`src/rtl/tmsched_pkg.sv`:
```
package tmsched_pkg;
  localparam int unsigned DEF_TASKS = 8;
  localparam int unsigned DEF_INST_W = 10;
  localparam int unsigned DEF_DEP_W = 4;
  localparam int unsigned DEF_CAPACITY = 5;

  typedef enum logic {
    RUN_IDLE = 1'b0,
    RUN_ACTIVE = 1'b1
  } run_state_e;
endpackage

```
`src/rtl/tmsched_entry.sv`:
```
module tmsched_entry #(
  parameter int unsigned NUM_TASKS = 8,
  parameter int unsigned INST_W = 10,
  parameter int unsigned DEP_W = 4,
  parameter int unsigned CAPACITY = 5,
  parameter int unsigned ID = 0,
  localparam int unsigned TID_W = (NUM_TASKS > 1) ? $clog2(NUM_TASKS) : 1,
  localparam int unsigned PACK_W = $clog2(CAPACITY + 1)
) (
  input  logic                 clk,
  input  logic                 rst_n,
  input  logic                 run,
  input  logic                 start,
  input  logic                 cfg_we,
  input  logic [TID_W-1:0]     cfg_task,
  input  logic [INST_W-1:0]    cfg_inst,
  input  logic [DEP_W-1:0]     cfg_deps,
  input  logic                 cfg_long,
  input  logic [NUM_TASKS-1:0] cfg_succ,
  input  logic                 issue,
  input  logic                 rpt_en,
  input  logic [TID_W-1:0]     rpt_task,
  input  logic [PACK_W-1:0]    rpt_count,
  input  logic [DEP_W-1:0]     dec_n,
  output logic                 eligible,
  output logic                 is_long,
  output logic [INST_W-1:0]    next_first,
  output logic [PACK_W-1:0]    next_count,
  output logic                 release_p,
  output logic [NUM_TASKS-1:0] succ,
  output logic                 terminal_ok
);
  logic              used_q;
  logic [INST_W-1:0] inst_q;
  logic [DEP_W-1:0]  deps_q;
  logic [DEP_W-1:0]  wait_q;
  logic [INST_W-1:0] sent_q;
  logic [INST_W-1:0] fin_q;
  logic              rel_q;
  logic [INST_W-1:0] remain;
  logic              finished;

  assign remain     = inst_q - sent_q;
  assign finished   = used_q && (fin_q == inst_q);
  assign eligible   = run && used_q && (wait_q == '0) && (sent_q != inst_q);
  assign next_first = sent_q;
  assign next_count = (remain > INST_W'(CAPACITY)) ? PACK_W'(CAPACITY) : remain[PACK_W-1:0];
  assign release_p  = run && finished && !rel_q;
  assign terminal_ok = !used_q || (succ != '0) || rel_q;

  always_ff @(posedge clk or negedge rst_n) begin
    if (!rst_n) begin
      used_q  <= 1'b0;
      inst_q  <= '0;
      deps_q  <= '0;
      is_long <= 1'b0;
      succ    <= '0;
    end else if (cfg_we && !run && (cfg_task == TID_W'(ID))) begin
      used_q  <= 1'b1;
      inst_q  <= cfg_inst;
      deps_q  <= cfg_deps;
      is_long <= cfg_long;
      succ    <= cfg_succ;
    end
  end

  always_ff @(posedge clk or negedge rst_n) begin
    if (!rst_n) begin
      wait_q <= '0;
      sent_q <= '0;
      fin_q  <= '0;
      rel_q  <= 1'b0;
    end else if (start && !run) begin
      wait_q <= deps_q;
      sent_q <= '0;
      fin_q  <= '0;
      rel_q  <= 1'b0;
    end else if (run) begin
      wait_q <= wait_q - dec_n;
      if (issue) sent_q <= sent_q + INST_W'(next_count);
      if (rpt_en && (rpt_task == TID_W'(ID))) fin_q <= fin_q + INST_W'(rpt_count);
      if (release_p) rel_q <= 1'b1;
    end
  end
endmodule

```
`src/rtl/tmsched_pick.sv`:
```
module tmsched_pick #(
  parameter int unsigned NUM_TASKS = 8,
  localparam int unsigned TID_W = (NUM_TASKS > 1) ? $clog2(NUM_TASKS) : 1
) (
  input  logic [NUM_TASKS-1:0] elig,
  input  logic [NUM_TASKS-1:0] flag,
  output logic                 any,
  output logic [TID_W-1:0]     idx
);
  logic [NUM_TASKS-1:0] hot;

  assign hot = elig & flag;
  assign any = |elig;

  always_comb begin
    idx = '0;
    for (int t = NUM_TASKS - 1; t >= 0; t--) begin
      if (elig[t]) idx = TID_W'(t);
    end
    if (|hot) begin
      for (int t = NUM_TASKS - 1; t >= 0; t--) begin
        if (hot[t]) idx = TID_W'(t);
      end
    end
  end
endmodule

```
`src/rtl/tmsched_top.sv`:
```
module tmsched_top
  import tmsched_pkg::*;
#(
  parameter int unsigned NUM_TASKS = DEF_TASKS,
  parameter int unsigned INST_W = DEF_INST_W,
  parameter int unsigned DEP_W = DEF_DEP_W,
  parameter int unsigned CAPACITY = DEF_CAPACITY,
  localparam int unsigned TID_W = (NUM_TASKS > 1) ? $clog2(NUM_TASKS) : 1,
  localparam int unsigned PACK_W = $clog2(CAPACITY + 1)
) (
  input  logic                 clk,
  input  logic                 rst_n,
  input  logic                 cfg_we,
  input  logic [TID_W-1:0]     cfg_task,
  input  logic [INST_W-1:0]    cfg_inst,
  input  logic [DEP_W-1:0]     cfg_deps,
  input  logic                 cfg_long,
  input  logic [NUM_TASKS-1:0] cfg_succ,
  input  logic                 start,
  output logic                 busy,
  output logic                 done,
  output logic                 pk_valid,
  input  logic                 pk_ready,
  output logic [TID_W-1:0]     pk_task,
  output logic [INST_W-1:0]    pk_first,
  output logic [PACK_W-1:0]    pk_count,
  input  logic                 tm_valid,
  output logic                 tm_ready,
  input  logic [TID_W-1:0]     tm_task,
  input  logic [PACK_W-1:0]    tm_count
);
  run_state_e           state_q;
  logic                 run;
  logic                 done_q;
  logic                 load;
  logic                 pick_any;
  logic [TID_W-1:0]     pick_idx;
  logic                 rpt_en;
  logic [NUM_TASKS-1:0] elig_v;
  logic [NUM_TASKS-1:0] long_v;
  logic [NUM_TASKS-1:0] rel_v;
  logic [NUM_TASKS-1:0] term_v;
  logic [NUM_TASKS-1:0] succ_m   [NUM_TASKS];
  logic [INST_W-1:0]    first_a  [NUM_TASKS];
  logic [PACK_W-1:0]    count_a  [NUM_TASKS];
  logic [DEP_W-1:0]     dec_a    [NUM_TASKS];
  logic                 pk_valid_q;
  logic [TID_W-1:0]     pk_task_q;
  logic [INST_W-1:0]    pk_first_q;
  logic [PACK_W-1:0]    pk_count_q;

  assign run      = (state_q == RUN_ACTIVE);
  assign busy     = run;
  assign done     = done_q;
  assign tm_ready = run;
  assign rpt_en   = tm_valid && run;
  assign load     = run && pick_any && (!pk_valid_q || pk_ready);

  genvar g;
  generate
    for (g = 0; g < NUM_TASKS; g++) begin : g_entry
      // Successor s loses one pending predecessor per releasing task naming it.
      always_comb begin
        dec_a[g] = '0;
        for (int t = 0; t < NUM_TASKS; t++) begin
          if (rel_v[t] && succ_m[t][g]) dec_a[g] = dec_a[g] + DEP_W'(1);
        end
      end

      tmsched_entry #(
        .NUM_TASKS(NUM_TASKS),
        .INST_W(INST_W),
        .DEP_W(DEP_W),
        .CAPACITY(CAPACITY),
        .ID(g)
      ) u_entry (
        .clk(clk),
        .rst_n(rst_n),
        .run(run),
        .start(start),
        .cfg_we(cfg_we),
        .cfg_task(cfg_task),
        .cfg_inst(cfg_inst),
        .cfg_deps(cfg_deps),
        .cfg_long(cfg_long),
        .cfg_succ(cfg_succ),
        .issue(load && (pick_idx == TID_W'(g))),
        .rpt_en(rpt_en),
        .rpt_task(tm_task),
        .rpt_count(tm_count),
        .dec_n(dec_a[g]),
        .eligible(elig_v[g]),
        .is_long(long_v[g]),
        .next_first(first_a[g]),
        .next_count(count_a[g]),
        .release_p(rel_v[g]),
        .succ(succ_m[g]),
        .terminal_ok(term_v[g])
      );
    end
  endgenerate

  tmsched_pick #(
    .NUM_TASKS(NUM_TASKS)
  ) u_pick (
    .elig(elig_v),
    .flag(long_v),
    .any(pick_any),
    .idx(pick_idx)
  );

  always_ff @(posedge clk or negedge rst_n) begin
    if (!rst_n) begin
      state_q <= RUN_IDLE;
      done_q  <= 1'b0;
    end else if (!run) begin
      if (start) begin
        state_q <= RUN_ACTIVE;
        done_q  <= 1'b0;
      end
    end else if (&term_v) begin
      state_q <= RUN_IDLE;
      done_q  <= 1'b1;
    end
  end

  always_ff @(posedge clk or negedge rst_n) begin
    if (!rst_n) begin
      pk_valid_q <= 1'b0;
      pk_task_q  <= '0;
      pk_first_q <= '0;
      pk_count_q <= '0;
    end else if (load) begin
      pk_valid_q <= 1'b1;
      pk_task_q  <= pick_idx;
      pk_first_q <= first_a[pick_idx];
      pk_count_q <= count_a[pick_idx];
    end else if (pk_ready) begin
      pk_valid_q <= 1'b0;
    end
  end

  assign pk_valid = pk_valid_q;
  assign pk_task  = pk_task_q;
  assign pk_first = pk_first_q;
  assign pk_count = pk_count_q;
endmodule

```
`config.mk`:
```
export PLATFORM = sky130hd
export DESIGN_NAME = tmsched_top
export DESIGN_NICKNAME = d
export VERILOG_FILES = /design/src/rtl/tmsched_pkg.sv /design/src/rtl/tmsched_entry.sv /design/src/rtl/tmsched_pick.sv /design/src/rtl/tmsched_top.sv
export SDC_FILE = /design/constraint.sdc
export NUM_CORES = 1
export LEC_CHECK = 0
export BUFFER_PORTS_ARGS = -buffer_cell sky130_fd_sc_hd__buf_2
export CAP_MARGIN = 10
export CELL_PAD_IN_SITES_DETAIL_PLACEMENT = 0
export CELL_PAD_IN_SITES_GLOBAL_PLACEMENT = 1
export CORE_MARGIN = 4
export CORE_UTILIZATION = 51
export CTS_CLUSTER_SIZE = 28
export DETAILED_ROUTE_END_ITERATION = 12
export GPL_TIMING_DRIVEN = 0
export HOLD_SLACK_MARGIN = 0.12
export PLACE_DENSITY_LB_ADDON = 0.15
export RECOVER_POWER = 50
export SETUP_SLACK_MARGIN = 0.02
export SLEW_MARGIN = 10
export SYNTH_ARGS = -nofsm -noshare
export SYNTH_HDL_FRONTEND = slang
export SYNTH_SLANG_ARGS = --single-unit
```
`constraint.sdc`:
```
create_clock -name clk -period 8.8 [get_ports clk]
set_clock_uncertainty 0.05 [all_clocks]
set_input_delay 0.44 -clock clk [delete_from_list [all_inputs] [get_ports clk]]
set_output_delay 0.44 -clock clk [all_outputs]
set_load 0.05 [all_outputs]
```
==> results.md <==
* Fill cells at 5370
* Crit path time final at about 8.4 ns
* Worst skew pair latency at around 0.60 ns
* Commonest non-fill, non-tap cell in the layout: dfrtp_1
* EDFF count, synth at 0
* Int Power at 5729 uW
* CP required at roughly 9.2 ns
* Vias in the first global route at 25400
* CTS H-tree lvls at 2
* CP Class: reg -> reg
* Critical R2R Launch: busy$_DFF_PN0_
* Clock Sinks at a little over 400
* Main synth FF type: dfrtp_1
* Synthesis-to-layout area growth at 9.976%
* Initial Util at between 50 and 60%
* Critical-path maximum fanout at 19
* P_leak at around 0.015 uW
* Power Total at about 11000 uW
* Sw Pwr at a little under 5000 uW
* Worst slew margin at -201.6%
* FP Rows at 89
* Overflow after GRT at 0
* Sequential-to-total area share from yosys stat at roughly a third
* Die height at 253.3 um
* Critical path origin: busy$_DFF_PN0_
* YS warnings at 0
* Initial drt markers at roughly 2300
* CTS tree: yes
* Count of final hold-check violations at 0
* Unrepaired setup endpoints after global routing: false
* Clock Pin Slew Worst Setup and Hold Paths at 0.06 ns
* Worst min path class: in -> reg
* Asr flop ratio synth at between 90% and 100%
* Final setup violating endpoints at 0
* Crit path largest cell delay at 0.71 ns
* Commonest cells after routing, fill and taps aside: dfrtp_1, nand2_1, nor2_1, ha_1, xnor2_1
* Cell area after placement at 0.03210 mm^2
* Yosys reg bits at approximately 400
* Chip width at 253.3 um
* Wire per inst at between 20 and 25 um
* Mapped Cells at about 3300
* Slowest CP cell: o311ai_0
* Seq pwr share at 30.7%
* Crit start category: register
* Drt pass-1 iters at 6
* DRT antenna net count at 0
* Dpl hpwl at 81310 um
* CTS Buf Count at 48
* Root Driver: clkbuf_16
* Net Sw Frac at 45.61%
* VDD IR max at a little over 0.0002 V
* Post-CTS setup buffer count at 0
* Post-Syn Nets at around 3600
* Tightest Pin Transition at about 4.5 ns
* Final Max Slew Viols at approximately 270
* First-pass GRT wire length at about 160000 um
* F_max at around 0.12 GHz
* Max-cap viol count at 3
* Layout cells sized above 1 at between 10 and 15%
* Post-Syn Area at 0.03068 mm^2
* PwrDens at between 300 and 400 mW/mm^2
* Num ports at between 50 and 60
* Vias/cell at between 6 and 7
* Failing checks: max-capacitance violations, max-slew violations
* Detailed-route DRC error count at 0
* Clock Tree Buf Depth at 3
* Hold Startpoint: cfg_succ[2]
* Final instance area at between 0.03 and 0.04 mm^2
* Min Hold Slack at between 0.15 and 0.2 ns
* Die area at approximately 0.064 mm^2
* Total track usage at a little under a third
* Initial antenna violation count at 3
* Final Net Count at approximately 3700
* Result of the run: finished with violations
* Clock share of power at 20.3%
* Worst Path Arrival at around 8.8 ns
* Combinational group share of total power at between 40% and 50%
* Port bufs at 56
* Syn Area/Cell at around 9.2 um^2
* Vias at 26680
* Final wirelength at 103800 um
* Fin crit share at a little over nine tenths
* Largest net degree at the start of global routing at 96
* CP Capture Type: register
* Post-synthesis cell type count at 96
* Placer Congestion at 1.032
* Core area at 0.05924 mm^2
## flip-flops by register name, indices dropped and copies added (netlist names)
| name | cells |
|---|---|
| busy | 1 |
| done | 1 |
| g_entry.u_entry.deps_q | 32 |
| g_entry.u_entry.fin_q | 80 |
| g_entry.u_entry.inst_q | 80 |
| g_entry.u_entry.is_long | 8 |
| g_entry.u_entry.next_first | 80 |
| g_entry.u_entry.rel_q | 8 |
| g_entry.u_entry.succ | 64 |
| g_entry.u_entry.used_q | 8 |
| g_entry.u_entry.wait_q | 32 |
| pk_count | 3 |
| pk_first | 10 |
| pk_task | 3 |
| pk_valid | 1 |
## metrics by stage
step                      setup WS, ns  setup TNS (ns)  cells  util [%]
after floorplan                  1.374               0   3348         -
after global placement          -1.564         -439.65   4177     53.89
after detailed placement       -0.6289          -1.337   4184     54.19
after CTS                       0.1085               0   4272     57.03
after global routing           0.04210               0   4273     56.95
final                           0.3932               0   4274     56.95
## Yosys cell counts, types with 34 or more instances
cell type,instances,area [um^2]
inv_1,195,732.0
nand2b_1,34,212.7
ha_1,208,2603
nand2_1,321,1205
xnor2_1,200,1752
nand4_1,62,387.9
dfrtp_1,411,10280
o21ai_0,168,840.8
mux2_2,187,2106
xor2_1,136,1191
a21oi_1,109,545.5
nor3_1,68,340.3
nor4_1,70,437.9
and3_1,42,262.8
o211ai_1,52,390.4
clkbuf_1,84,315.3
and2_1,35,219.0
nor2b_1,50,312.8
a21o_1,53,397.9
nand3_1,158,790.8
nor2_1,216,810.8
mux2i_1,61,610.6
## power groups by stage
| stage | combinational [uW] | sequential [uW] | clock, uW |
|---|---|---|---|
| 6_report | 5150 | 3240 | 2140 |
| 5_1_grt | 5600 | 3300 | 2240 |
| 4_1_cts | 5040 | 3230 | 2170 |
| 3_5_place_dp | 5010 | 3250 | 0 |
| 3_3_place_gp | 4900 | 3230 | 0 |
| 2_1_floorplan | 3520 | 3080 | 0 |
## what timing repair did
| action | CTS | global route |
|---|---|---|
| hold endpoints to repair | 83 | 0 |
| setup endpoints to repair | 4 | 4 |
| gates resized for setup | 1 | 5 |
| hold buffers | 3 | 0 |
## worst max-delay path, delay by kind of cell, from the launching register on
family	cells	cell delay, ns
AOI/OAI and AO/OA	5	1.43
xor gates and xnor gates	7	2.02
adders and majority gates	5	1.54
buffers and inverters	5	1.06
DFF	1	0.59
muxes	1	0.35
and+or+nand+nor	5	1.20
## per-layer routing
metal	vias up	global-route usage, %	routed length, um
met3	176	6.676	8933
met1	13280	47.70	47910
met2	1054	46.61	43380
li1	12170	-	-
met4	2	10.24	3601
met5	-	0	13
## cell type report
type | instances | area, um^2 | area share (%)
Timing Repair Buffer | 67 | 364.1 | 1.079
Multi-Input combinational cell | 2618 | 19220 | 56.96
Clock inverter | 20 | 299.0 | 0.8863
Inverter | 200 | 752.0 | 2.229
Sequential cell | 411 | 10280 | 30.48
Clock buffer | 66 | 1359 | 4.027
Buffer | 118 | 494.2 | 1.465
Tap cell | 773 | 967.2 | 2.867
Antenna cell | 1 | 2.502 | 0.007417
## worst paths after layout
path | endpoint | slack, ns | depth (start not counted)
max in group asynchronous | g_entry[5].u_entry.wait_q[0]$_DFFE_PN0P_ | 1.63 | 4
max reg2reg | g_entry[0].u_entry.wait_q[3]$_DFFE_PN0P_ | 0.39 | 28
min in group asynchronous | g_entry[2].u_entry.next_first[7]$_DFFE_PN0P_ | 1.95 | 2
min | g_entry[3].u_entry.succ[2]$_DFFE_PN0P_ | 0.18 | 3
max | g_entry[0].u_entry.wait_q[3]$_DFFE_PN0P_ | 0.39 | 28
min reg2reg | g_entry[7].u_entry.used_q$_DFFE_PN0P_ | 0.44 | 1
## logic make-up (layout without fill, tap and decap cells)
logic type,count (synthesis),count (layout),share of synthesized area [%]
fa+ha+maj,240,240,10.57
flops,411,411,33.52
mux,248,248,8.854
xor+xnor,354,354,10.93
compound gates,598,598,12.66
simple gates,1178,1178,19.39
other cells,0,1,0
buf+inv,319,471,4.062
Power figures use the tool's default switching activity.
